[src/rtl/sdram_dev_pkg.sv]
package sdram_dev_pkg;

  typedef enum logic [2:0] {
    CMD_MODE  = 3'd0,
    CMD_SREF  = 3'd1,
    CMD_PRE   = 3'd2,
    CMD_ACT   = 3'd3,
    CMD_WRITE = 3'd4,
    CMD_READ  = 3'd5,
    CMD_UNDEF = 3'd6,
    CMD_NOP   = 3'd7
  } sdram_cmd_e;

  localparam int unsigned LAT_RESET = 3;

  // only two delay-line taps exist
  function automatic logic lat_supported(input logic [2:0] lat);
    return (lat == 3'd2) || (lat == 3'd3);
  endfunction

  // reserved mode bits: 9..7 and 3
  function automatic logic mode_reserved(input logic [10:0] a);
    return |(a & 11'h388);
  endfunction

endpackage

[src/rtl/sdram_read_pipe.sv]
module sdram_read_pipe
  import sdram_dev_pkg::*;
#(
  parameter int DW = 16
) (
  input  logic          clk,
  input  logic          rst_n,
  input  logic          load,
  input  logic [DW-1:0] load_data,
  input  logic          lat_set,
  input  logic [2:0]    lat_val,
  output logic [2:0]    lat,
  output logic [DW-1:0] dq_rd
);
  localparam int STAGES = 3;

  logic [DW-1:0] stage [STAGES];

  always_ff @(posedge clk) begin
    if (!rst_n) begin
      for (int i = 0; i < STAGES; i++) stage[i] <= '0;
      lat <= 3'(LAT_RESET);
    end else begin
      if (load) stage[0] <= load_data;
      for (int i = 1; i < STAGES; i++) stage[i] <= stage[i-1];
      if (lat_set) lat <= lat_val;
    end
  end

  // tap L-1 is the word loaded L-1 edges ago
  always_comb begin
    if (!lat_supported(lat)) dq_rd = '0;
    else if (lat == 3'd2)    dq_rd = stage[1];
    else                     dq_rd = stage[2];
  end
endmodule

[config.mk]
export PLATFORM = sky130hd
export DESIGN_NAME = sdram_read_pipe
export DESIGN_NICKNAME = d
export VERILOG_FILES = /design/src/rtl/sdram_dev_pkg.sv /design/src/rtl/sdram_read_pipe.sv
export SDC_FILE = /design/constraint.sdc
export NUM_CORES = 1
export LEC_CHECK = 0
export BUFFER_PORTS_ARGS = -buffer_cell sky130_fd_sc_hd__clkbuf_2
export CORE_ASPECT_RATIO = 0.7
export CORE_UTILIZATION = 50
export CTS_CLUSTER_DIAMETER = 200
export DETAILED_ROUTE_END_ITERATION = 6
export PLACE_DENSITY = 0.72
export REMOVE_ABC_BUFFERS = 1
export SLEW_MARGIN = 30
export SYNTH_ARGS = -nofsm -noshare
export SYNTH_HDL_FRONTEND = slang
export SYNTH_SLANG_ARGS = --single-unit
export TNS_END_PERCENT = 100
[constraint.sdc]
create_clock -name clk -period 0.9 [get_ports clk]
set_input_delay 0.045 -clock clk [delete_from_list [all_inputs] [get_ports clk]]
set_output_delay 0.045 -clock clk [all_outputs]
set_load 0.005 [all_outputs]
# --- After elaboration in Yosys (flattened, before gate mapping) ---
# Memory sizes are Yosys's and may differ from the RTL's.
# Index checks and enable logic that the tools add are counted.
word_totals:
  regBits: 3
  latchBits: 0
  mem_bits_rw: 48
  rom_bits: 0
  input_bits: 23
  out_inout_bits: 19
  memories: 1
mem_list:
  columns: ["name", "depth", "word_bits", "rd", "rd_clocked_by_memory_dff", "wr", "line_no", "rtl"]
  rows:
  - ["stage", 3, 16, 3, 0, 3, "sdram_read_pipe.sv:17", "logic [DW-1:0] stage [STAGES];"]
classes:
  add_sub_neg: 0
  mul: 0
  n_div: 0
  n_lt_le_gt_ge: 0
  n_eq_ne: 2
  shifts: 0
  n_mux: 10
  bitwise_logic: 3
  reduce_logical: 1
ops:
  columns: ["op", "count"]
  rows:
  - ["16-bit 2-to-1 mux", 5]
  - ["3-bit by 2-bit equality test with 1-bit output, second input constant", 2]
  - ["1-bit 2-to-1 mux", 5]
  - ["1-bit bitwise OR", 3]
  - ["1-bit logical OR", 1]

# --- Logic depth before layout (Yosys ltp) ---
# Gate-level depths: netlist of run 1.
logic_depth:
  depth_word: 4
  ltp_mapped: 4
  ltp_nobuf: 2

# --- Worst setup path after synthesis of run 1 ---
# OpenSTA, ideal clock, no wires.
synth_path:
  path_kind: "reg-to-output"
  from: "reg lat[0]"
  to: "out dq_rd[10]"
  t_arrival_ps: 856
  path_slack_ps: -1
  stages_incl_launch_ff: 5
  path_buffers: 2
  path_cell_list: "dfxtp_1 > buf_6 > buf_12 > mux2i_1 > nor2_1"
synth_between:
  elab_chain_len: 3
  word_cells_on_any_way: 5
synth_lines:
  columns: ["item", "line_no", "rtl"]
  rows:
  - ["start, declared", "sdram_read_pipe.sv:12", "output logic [2:0] lat,"]
  - ["start signal, assigned", "sdram_read_pipe.sv:22", "lat <= 3'(LAT_RESET);"]
  - ["start signal, assigned", "sdram_read_pipe.sv:26", "if (lat_set) lat <= lat_val;"]
  - ["3-bit by 2-bit equality test with 1-bit output (on tied branches)", "sdram_dev_pkg.sv:18, sdram_read_pipe.sv:33", null]
  - ["16-bit 2-to-1 mux / 1-bit logical OR (equally long branches)", "sdram_read_pipe.sv:33, sdram_dev_pkg.sv:18", null]
  - ["16-bit 2-to-1 mux (*)", "sdram_read_pipe.sv:32", "if (!lat_supported(lat)) dq_rd = '0;"]
  - ["end, declared", "sdram_read_pipe.sv:13", "output logic [DW-1:0] dq_rd"]
# Mark *: on every way between the ends. The rest lies on a longest branch, timed or not.

# --- Worst setup path after layout of run 1 ---
layout_path:
  from: "reg lat[0]"
  to: "out dq_rd[12]"
# Same word-level chain as after synthesis.

==> parameters.txt, run 1 <==
Parameter                              Value

Final layout
  Layout overhead on the synthesized area ... 27.7%
  Multi-input logic area ... 729 um^2
  FF+latch area ... 1510 um^2
  Total non-filler cell area in the finished layout ... 2750 um^2
  Inserted Diodes ... 0
  Core Util, Final ... 68.4%
  Layout cells sized above 1 ... 29.7%
  Number of nets in the layout ... 254
  Number of fillers in the final layout ... 308

Min path
  Min-Delay Path Class ... in -> reg
  Worst Hold Depth ... 3
  Worst Hold Launch ... lat_val[0]
  Hold endpoint ... lat[0]$_SDFFE_PN1P_

Clock network
  CTS Buf Count ... 5
  Clock sink count ... 51
  Clock-pin slew on the worst setup and hold paths ... 0.08 ns
  Cell chosen for the clock root ... clkbuf_8
  Worst skew pair latency ... 0.29 ns
  # Post-CTS Setup Buffers ... 0
  Clock buffer depth ... 2
  Clock H-tree levels ... 2
  CTS tree ... built

Worst setup path
  Worst R2R Path Depth ... 3
  Startpoint type of the worst setup path ... flip-flop
  Worst endpoint required time ... 0.85 ns
  Register-to-register setup slack ... 0.06 ns
  Critical path start-end classification ... reg -> out
  Capture point of the worst reg-to-reg path ... lat[0]$_SDFFE_PN1P_
  Max Fanout on Critical Path ... 5
  Worst reg2reg startpoint ... lat[0]$_SDFFE_PN1P_
  Type of element capturing the critical path ... primary output
  Critical path data arrival time ... 1.21 ns

Yosys
  Number of standard cells after synthesis ... 149
  Sequential share of the synthesized area ... 69.8%
  Largest cells by area after synthesis ... edfxtp_1, and2_1, mux2i_1
  Cell Area, Synth ... 2150 um^2
  Mean instance size in the synthesized netlist ... 14.4 um^2
  Number of distinct library cell variants in the gate-level netlist after synthesis ... 14
  Total number of yosys warnings ... 0
  Library cell with the largest summed area after synthesis ... edfxtp_1
  Share of Yosys cell area claimed by the top area cell type ... 67.0%
  Yosys reg bits ... 51

Status
  Violated checks ... negative setup slack
  Result of the run ... finished with violations

Timing
  Highest achievable clock rate ... 0.796 GHz
  Setup repair after global routing missed its margin ... yes
  Finish-stage setup viols ... 17
  Clock Skew ... 0.00415 ns
  Min Tclk post-route ... 1.26 ns
  PnR worst setup slack ... -0.356 ns
  Part of the cycle the worst path needs ... 140%
  Total negative slack for setup checks ... -5.31 ns
  Number of hold-slack violations in the final timing report ... 0
  Number of pins with negative max-slew slack in the final report ... 0

Floorplan
  Die span in y ... 56.9 um
  Boundary Pins ... 42
  Initial standard-cell utilization of the core ... 53.5%
  Floorplan row count ... 19
  Area of the die ... 4570 um^2
  Std-Cell Core Area ... 4020 um^2
  Floorplan die width ... 80.4 um

Pwr
  Power Density ... 1660 nW/um^2
  Static leakage power ... 1.26 nW
  Peak ir drop on the vdd network ... 1.11 mV

GRT
  Vias in the first global route ... 1192
  Remaining global-route overflow ... 0
  Wire length of the first global-routing pass ... 5260 um
  Number of antenna violations at the first check in global routing ... 0
  Pin count of the biggest net entering global routing ... 26
  Overall routing resource usage ... 15.7%

Placed design
  Half-perimeter wire length after placement ... 2350 um
  Cell area after placement ... 2570 um^2
  Count of input and output buffers ... 41
  Final weighted congestion of routability-driven global placement ... 0.705

Route
  Total DRC errors in the routed layout ... 0
  Count of routing violations after the opening detailed-route iteration ... 62
  Via Count ... 1268
  Per-cell routed wire length ... 11.4 um
  Vias per Instance ... 4.46
  Number of nets with antenna violations after detailed routing ... 0
  Router iterations before antenna repair ... 4
  Final Routed Wirelength ... 3250 um

Flow run
  Maximum capacitance violations ... 0
## synth_stat cells
cell,count
nand2b_1,2
and2_1,48
buf_6,2
mux2i_1,19
nor2_1,15
conb_1,1
buf_12,1
nor2b_1,1
nand2_1,2
edfxtp_1,48
buf_2,1
nor2_2,1
dfxtp_1,3
clkbuf_1,5
## stage by stage
stage | setup WS, ns | hold slack, ns | instances | power, W
floorplan | -0.292 | 0.107 | 171 | 0.00310
global placement | -0.0427 | 0.265 | 274 | 0.00333
detailed placement | -0.0864 | 0.273 | 274 | 0.00336
CTS | -0.351 | 0.00201 | 283 | 0.00458
global route | -0.441 | 0.00398 | 284 | 0.00479
finish | -0.356 | 0.00200 | 284 | 0.00456
## where the power goes
group / total, W / leakage [nW] / internal (W) / switching, W
Combinational: 0.000513 / 0.687 / 0.000281 / 0.000232
Sequential: 0.00284 / 0.525 / 0.00278 / 0.0000619
Clock: 0.00121 / 0.0477 / 0.000533 / 0.000674
Total: 0.00456 / 1.26 / 0.00359 / 0.000967
## cell usage in the layout, fill, tap and decap left out, types with 2 or more instances in the layout
master and count:
and2_1 48, buf_12 2, buf_4 4, buf_6 5
clkbuf_2 40, clkbuf_8 5, clkinv_2 3, conb_1 32
dfxtp_2 2, edfxtp_1 48, mux2i_1 16, mux2i_2 2
nand2_1 2, nor2_1 14, nor2_2 2
## registers in the layout, indices dropped and copies added, names as in the netlist
name	count
lat	3
stage	48
## timing repair
action | in CTS | in global routing
hold buffers | 1 | 0
resized for setup | 6 | 9
pin swaps | 0 | 1
cloned | 0 | 1
hold endpoints to repair | 1 | 0
endpoints found under the setup margin | 17 | 19
## how the worst max path moves through the flow
stage	start	end	slack, ns	cells after the start
3_3_place_gp	lat[0]$_SDFFE_PN1P_	dq_rd[3]	-0.04	4
5_1_grt	lat[0]$_SDFFE_PN1P_	dq_rd[12]	-0.44	4
6_report	lat[0]$_SDFFE_PN1P_	dq_rd[12]	-0.36	4
4_1_cts	lat[0]$_SDFFE_PN1P_	dq_rd[3]	-0.35	4
3_5_place_dp	lat[0]$_SDFFE_PN1P_	dq_rd[12]	-0.09	4
2_1_floorplan	lat[0]$_SDFFE_PN1P_	dq_rd[1]	-0.29	2
## metal layers
metal | part of all wire, % | global-route usage, % | wire, um | vias up
met5 | 0 | 0 | 0 | -
met4 | 0.71 | 3.57 | 23 | 0
met3 | 4.7 | 4.55 | 152 | 4
met2 | 53 | 28.2 | 1730 | 32
met1 | 41 | 18.4 | 1350 | 595
li1 | - | - | - | 637
## critical path, cell delays in order, from the launching register on
cell and delay, ns:
dfxtp_4 0.41, buf_6 0.13, mux2i_1 0.21, nor2_1 0.07, clkbuf_2 0.11
## final cells by class
type                       count  share of cell area [%]
sequential                    51                    54.9
multi-input combinational    120                    26.5
timing repair buffer          53                    13.2
clock buffer                   5                    2.50
tap                           52                    2.37
clock inverter                 3                   0.546
## cell families after synthesis
| family | after synthesis | synth area share (%) |
|---|---|---|
| buf+inv | 9 | 3.08 |
| flops | 51 | 69.8 |
| mux | 19 | 8.84 |
| other cells | 1 | 0.174 |
| simple gates | 69 | 18.1 |
Note: power is estimated with default switching activity, not from simulation.
==> inputs of run 2 (changes only) <==
--- a/config.mk
+++ b/config.mk
@@ -11,6 +11,7 @@
 export CTS_CLUSTER_DIAMETER = 200
 export DETAILED_ROUTE_END_ITERATION = 6
 export PLACE_DENSITY = 0.72
+export RECOVER_POWER = 100
 export REMOVE_ABC_BUFFERS = 1
 export SLEW_MARGIN = 30
 export SYNTH_ARGS = -nofsm -noshare
==> run 2 against run 1 <==
- the flow still finishes with violations (negative setup slack)
- sequential power about the same
- fmax up 0.24%
- cell count unchanged
- count of clock-buffer cells in the layout unchanged
- utilization down 0.56 points
- first-iteration DRC count down 6.5%
- worst setup slack better by 0.0030 ns
- critical path depth unchanged
- via count about the same
- combinational power down 3%
- sequential share of layout area up 0.45 points
- non-clock buffer count unchanged
==> parameters.txt, run 2 (same netlist as run 1, synthesis figures left out) <==
Parameter                              Value

Final layout
  Most common cell after layout, fill and taps aside ... edfxtp_1
  Flip-flop count of the largest register after layout ... 48 (unchanged)
  Registers with the highest flip-flop counts ... stage (48), lat (3)
  Number of fillers in the final layout ... 312 (+1.3%)
  Most flop-heavy register ... stage
  Commonest cells after routing, fill and taps aside ... edfxtp_1, clkbuf_2, conb_1
  Inserted Diodes ... 0 (unchanged)
  FF+latch area ... 1510 um^2 (unchanged)
  Number of nets in the layout ... 254 (unchanged)
  Layout cells sized above 1 ... 28.9% (-0.86 points)
  Multi-input logic area ... 729 um^2 (unchanged)
  Layout overhead on the synthesized area ... 26.7%

Min path
  Worst Hold Launch ... lat_val[0]
  Min-Delay Path Class ... in -> reg
  Hold endpoint ... lat[0]$_SDFFE_PN1P_
  Worst Hold Depth ... 3 (unchanged)

Flow run
  Maximum capacitance violations ... 0 (unchanged)

GRT
  Number of antenna violations at the first check in global routing ... 0 (unchanged)
  Layer with the highest usage after global routing ... met2
  Wire length of the first global-routing pass ... 5260 um (unchanged)
  Remaining global-route overflow ... 0 (unchanged)
  Vias in the first global route ... 1192 (unchanged)
  Overall routing resource usage ... 15.7% (unchanged)
  Global routing usage on met1 ... 18.4% (unchanged)
  Pin count of the biggest net entering global routing ... 26 (unchanged)
  Met2 track utilization from global routing ... 28.2% (unchanged)
  Met3 usage in global routing ... 4.55% (unchanged)

Placed design
  Setup slack at placement ... -0.0864 ns (unchanged)
  Final weighted congestion of routability-driven global placement ... 0.705 (unchanged)
  Count of input and output buffers ... 41 (unchanged)
  Half-perimeter wire length after placement ... 2350 um (unchanged)

Worst setup path
  Capture point of the worst reg-to-reg path ... lat[0]$_SDFFE_PN1P_
  Startpoint type of the worst setup path ... flip-flop
  Worst endpoint required time ... 0.85 ns (about the same)
  Worst reg2reg startpoint ... lat[0]$_SDFFE_PN1P_
  Start point of the critical path ... lat[0]$_SDFFE_PN1P_
  Worst R2R Path Depth ... 3 (unchanged)
  Type of element capturing the critical path ... primary output
  Critical path data arrival time ... 1.21 ns (about the same)
  Critical path start-end classification ... reg -> out
  Max Fanout on Critical Path ... 5 (unchanged)
  Register-to-register setup slack ... 0.06 ns (about the same)

Floorplan
  Die span in y ... 56.9 um (unchanged)
  Floorplan die width ... 80.4 um (unchanged)
  Area of the die ... 4570 um^2 (unchanged)
  Initial standard-cell utilization of the core ... 53.5% (unchanged)
  Floorplan row count ... 19 (unchanged)
  Std-Cell Core Area ... 4020 um^2 (unchanged)
  Boundary Pins ... 42 (unchanged)

Route
  Router iterations before antenna repair ... 4 (unchanged)
  Final Routed Wirelength ... 3240 um (-0.18%)
  Count of routing violations after the opening detailed-route iteration ... 58 (-6.5%)
  Per-cell routed wire length ... 11.4 um (-0.18%)
  Number of nets with antenna violations after detailed routing ... 0 (unchanged)
  Vias per Instance ... 4.46 (about the same)
  Total DRC errors in the routed layout ... 0 (unchanged)
  Via Count ... 1267 (-0.079%)

Timing
  Setup repair after global routing missed its margin ... yes
  Number of hold-slack violations in the final timing report ... 0 (unchanged)
  Clock Skew ... 0.00412 ns (-0.0000285 ns)
  Finish-stage setup viols ... 17 (unchanged)
  Part of the cycle the worst path needs ... 139% (-0.33 points)
  Highest achievable clock rate ... 0.798 GHz (+0.24%)
  PnR worst setup slack ... -0.353 ns (+0.00298 ns)
  Min Tclk post-route ... 1.25 ns (-0.00298 ns)
  Number of pins with negative max-slew slack in the final report ... 0 (unchanged)

Status
  Result of the run ... finished with violations
  Violated checks ... negative setup slack

Pwr
  Power Density ... 1670 nW/um^2 (+0.36%)
  Switching component of the power ... 0.000962 W (-0.54%)
  Peak ir drop on the vdd network ... 1.11 mV (-0.35%)
  Share of power burned in combinational logic ... 10.9% (-0.4 points)
  Static leakage power ... 1.23 nW (-2.3%)
  Pwr Total ... 0.00454 W (-0.46%)
  Clock network fraction of design power ... 26.5% (about the same)
  Relative contribution of sequential cells to total power ... 62.6% (+0.3 points)
  Cell internal pwr ... 0.00358 W (-0.44%)
  Sw Ratio ... 21.2% (about the same)

Clock network
  Clock-pin slew on the worst setup and hold paths ... 0.08 ns (about the same)
  Clock H-tree levels ... 2 (unchanged)
  CTS tree ... built
  # Post-CTS Setup Buffers ... 0 (unchanged)
  Clock sink count ... 51 (unchanged)
  Cell chosen for the clock root ... clkbuf_8
  Clock buffer depth ... 2 (unchanged)
  Worst skew pair latency ... 0.29 ns (about the same)
  CTS Buf Count ... 5 (unchanged)
## run 2: cell types whose count changed in the layout (fill, tap and decap cells not counted), sizes merged
cell | before | now
buf | 11 | 7
clkbuf | 46 | 50
## run 2: cell type report
class | count | share of cell area [%]
clock buffers | 5 | 2.53
clock inverters | 3 | 0.551
multi-input cells | 120 | 26.8
flip-flops and latches | 51 | 55.3
well taps | 52 | 2.39
repair buffers | 53 | 12.4
## run 2: critical path, cell delays in order (launching register included)
cell and delay, ns:
dfxtp_4 0.41, buf_6 0.13, mux2i_1 0.21, nor2_1 0.07, clkbuf_2 0.11
## run 2: layer usage
metal / part of all wire [%] / wire length [um]
met5: 0 / 0
met4: 0.31 / 10
met3: 4.7 / 151
met2: 54 / 1740
met1: 41 / 1340
## run 2: repair_timing
item	4_1_cts	5_1_grt
setup endpoints to repair	17	19
hold buffers	1	0
hold endpoints to repair	1	0
resized for setup	6	9
gates cloned	0	1
pin swaps	0	1
## run 2: power by group through the flow
stage,clock (W),sequential (W),combinational [W]
finish,0.00120,0.00284,0.000496
global route,0.00136,0.00286,0.000557
CTS,0.00126,0.00283,0.000488
detailed placement,0,0.00288,0.000472
global placement,0,0.00287,0.000455
floorplan,0,0.00288,0.000221
## run 2: how the worst max path moves through the flow
stage / to / slack (ns) / cells past startpoint
2_1_floorplan: dq_rd[1] / -0.29 / 2
3_3_place_gp: dq_rd[3] / -0.04 / 4
3_5_place_dp: dq_rd[12] / -0.09 / 4
4_1_cts: dq_rd[3] / -0.35 / 4
5_1_grt: dq_rd[12] / -0.44 / 4
6_report: dq_rd[12] / -0.35 / 4
## run 2: metrics by stage
step	hold slack [ns]	util, %	area (um^2)	TNS (ns)	std cells
6_report	0.00471	67.8	2730	-5.26	284
5_1_grt	0.00399	67.8	2730	-6.42	284
4_1_cts	0.00201	66.9	2690	-5.16	283
3_5_place_dp	0.273	64.0	2570	-0.828	274
3_3_place_gp	0.265	64.0	2570	-0.318	274
2_1_floorplan	0.107	-	2200	-4.56	171
==> inputs of run 3 (changes only) <==
--- a/config.mk
+++ b/config.mk
@@ -7,12 +7,13 @@
 export LEC_CHECK = 0
 export BUFFER_PORTS_ARGS = -buffer_cell sky130_fd_sc_hd__clkbuf_2
 export CORE_ASPECT_RATIO = 0.7
-export CORE_UTILIZATION = 50
+export CORE_UTILIZATION = 40
 export CTS_CLUSTER_DIAMETER = 200
 export DETAILED_ROUTE_END_ITERATION = 6
-export PLACE_DENSITY = 0.72
+export PLACE_DENSITY = 0.6
 export RECOVER_POWER = 100
 export REMOVE_ABC_BUFFERS = 1
+export SKIP_CTS_REPAIR_TIMING = 1
 export SLEW_MARGIN = 30
 export SYNTH_ARGS = -nofsm -noshare
 export SYNTH_HDL_FRONTEND = slang
==> constraint.sdc (replaced) <==
create_clock -name clk -period 1.4 [get_ports clk]
set_input_delay 0.07 -clock clk [delete_from_list [all_inputs] [get_ports clk]]
set_output_delay 0.07 -clock clk [all_outputs]
set_load 0.005 [all_outputs]
==> run 3 against run 2 <==
- largest power group unchanged
- critical endpoint is now dq_rd[7]
- final area shrank 4.3%
- clock skew about the same
- the run now ends clean
- hold slack better by 0.0075 ns
- first-iteration DRC count decreased by 28%
==> parameters.txt, run 3 (same netlist as run 1, synthesis figures left out) <==
Parameter                              Value

Floorplan
  Floorplan die width ... 89.6 um (+12%)
  Std-Cell Core Area ... 4970 um^2 (+24%)
  Floorplan row count ... 21 (+2)
  Area of the die ... 5680 um^2 (+24%)
  Die span in y ... 63.4 um (+11%)
  Initial standard-cell utilization of the core ... 43.3% (-10 points)
  Boundary Pins ... 42 (unchanged)

Worst setup path
  Type of element capturing the critical path ... primary output
  Critical path start-end classification ... reg -> out
  Max Fanout on Critical Path ... 18 (+13)
  Worst endpoint required time ... 1.33 ns (+0.48 ns)
  Start point of the critical path ... lat[0]$_SDFFE_PN1P_
  Capture point of the worst reg-to-reg path ... lat[0]$_SDFFE_PN1P_
  Critical path data arrival time ... 1.24 ns (+0.03 ns)
  Register-to-register setup slack ... 0.56 ns (+0.50 ns)
  End point of the critical path ... dq_rd[7]
  Worst R2R Path Depth ... 3 (unchanged)
  Worst reg2reg startpoint ... lat[0]$_SDFFE_PN1P_
  Startpoint type of the worst setup path ... flip-flop

Clock network
  Clock-pin slew on the worst setup and hold paths ... 0.08 ns (about the same)
  Worst skew pair latency ... 0.29 ns (about the same)
  CTS tree ... built
  Clock buffer depth ... 2 (unchanged)
  Clock H-tree levels ... 2 (unchanged)
  CTS Buf Count ... 5 (unchanged)
  Clock sink count ... 51 (unchanged)
  Cell chosen for the clock root ... clkbuf_8

Timing
  Slew Limit Headroom ... 49.3%
  Slew at the pin closest to its max-slew limit ... 0.760 ns
  Min Tclk post-route ... 1.31 ns
  Clock Skew ... 0.00447 ns (+0.000357 ns)
  Number of pins with negative max-slew slack in the final report ... 0 (unchanged)
  Highest achievable clock rate ... 0.763 GHz
  Part of the cycle the worst path needs ... 93.6%
  Finish-stage setup viols ... 0 (-17)
  PnR worst setup slack ... 0.0896 ns (+0.443 ns)
  Number of hold-slack violations in the final timing report ... 0 (unchanged)

Pwr
  Share of power burned in combinational logic ... 9.5% (-1.4 points)
  Relative contribution of sequential cells to total power ... 63.2% (+0.6 points)
  Clock network fraction of design power ... 27.3% (+0.8 points)
  Static leakage power ... 1.16 nW (-5.9%)
  Switching component of the power ... 0.000601 W (-38%)
  Power Density ... 1100 nW/um^2 (-34%)
  Peak ir drop on the vdd network ... 0.505 mV (-54%)
  Cell internal pwr ... 0.00227 W (-36%)
  Sw Ratio ... 20.9% (-0.28 points)
  Pwr Total ... 0.00287 W (-37%)

Final layout
  Number of nets in the layout ... 248 (-2.4%)
  Inserted Diodes ... 0 (unchanged)
  Layout cells sized above 1 ... 19.0% (-9.9 points)
  Total non-filler cell area in the finished layout ... 2610 um^2 (-4.3%)
  Registers with the highest flip-flop counts ... stage (48), lat (3)
  Most common cell after layout, fill and taps aside ... edfxtp_1
  Most flop-heavy register ... stage
  Commonest cells after routing, fill and taps aside ... edfxtp_1, clkbuf_2, conb_1
  Flip-flop count of the largest register after layout ... 48 (unchanged)
  Layout overhead on the synthesized area ... 21.3%

GRT
  Pin count of the biggest net entering global routing ... 25 (-3.8%)
  Number of antenna violations at the first check in global routing ... 0 (unchanged)
  Overall routing resource usage ... 12.3% (-3.4 points)
  Vias in the first global route ... 1210 (+1.5%)
  Remaining global-route overflow ... 0 (unchanged)
  Wire length of the first global-routing pass ... 5020 um (-4.5%)

Placed design
  Setup slack at placement ... 0.402 ns (+0.489 ns)
  Final weighted congestion of routability-driven global placement ... 0.641 (-9.2%)
  Count of input and output buffers ... 41 (unchanged)
  Half-perimeter wire length after placement ... 2190 um (-6.6%)
  Cell area after placement ... 2550 um^2 (-0.83%)

Route
  Router iterations before antenna repair ... 2 (-2)
  Per-cell routed wire length ... 10.4 um (-8.8%)
  Vias per Instance ... 4.19 (-6.0%)
  Number of nets with antenna violations after detailed routing ... 0 (unchanged)
  Total DRC errors in the routed layout ... 0 (unchanged)
  Count of routing violations after the opening detailed-route iteration ... 42 (-28%)
  Via Count ... 1237 (-2.4%)
  Final Routed Wirelength ... 3070 um (-5.2%)

Status
  Result of the run ... complete, no violations

Flow run
  Maximum capacitance violations ... 0 (unchanged)

Min path
  Min-Delay Path Class ... in -> reg
## run 3: critical path, cell delays in order (launching register included)
cell,delay (ns)
dfxtp_1,0.36
buf_12,0.18
mux2i_1,0.24
nor2_2,0.05
clkbuf_2,0.12
## run 3: power groups by stage
| stage | logic, W | registers (W) | clock network [W] |
|---|---|---|---|
| finish | 0.000273 | 0.00182 | 0.000784 |
| detailed placement | 0.000288 | 0.00185 | 0 |
| floorplan | 0.000142 | 0.00185 | 0 |
| global placement | 0.000282 | 0.00185 | 0 |
| CTS | 0.000289 | 0.00182 | 0.000824 |
| global route | 0.000311 | 0.00183 | 0.000890 |
## run 3: per-layer routing
layer | part of all wire, % | GRT usage, % | vias up
met5 | 0 | 0 | -
met4 | 0.59 | 4.17 | 0
met3 | 6.4 | 5.90 | 2
met2 | 48 | 20.3 | 31
met1 | 44 | 13.7 | 579
li1 | - | - | 625
## run 3: how the worst min path moves through the flow
stage | slack (ns) | startpoint | end | cells past startpoint
2_1_floorplan | 0.13 | rst_n | lat[0]$_SDFFE_PN1P_ | 1
3_3_place_gp | 0.29 | lat_val[1] | lat[1]$_SDFFE_PN1P_ | 3
3_5_place_dp | 0.31 | lat_val[0] | lat[0]$_SDFFE_PN1P_ | 3
4_1_cts | 0.001 | lat_val[0] | lat[0]$_SDFFE_PN1P_ | 3
5_1_grt | 0.002 | lat_val[1] | lat[1]$_SDFFE_PN1P_ | 3
6_report | 0.01 | lat_val[0] | lat[0]$_SDFFE_PN1P_ | 3
## run 3: final cells by class
type | instances | area (um^2)
Fill cell | 466 | 2360
Sequential cell | 51 | 1500
Multi-Input combinational cell | 120 | 702
Timing Repair Buffer | 47 | 239
Tap cell | 69 | 86.3
Clock buffer | 8 | 80.1
## run 3: stage by stage
step	cells	hold slack [ns]	TNS, ns	utilization [%]
2_1_floorplan	171	0.132	0	-
6_report	295	0.0122	0	52.5
3_5_place_dp	287	0.312	0	51.3
5_1_grt	295	0.00193	-0.00180	52.5
4_1_cts	295	0.00129	0	53.0
3_3_place_gp	287	0.293	0	51.3
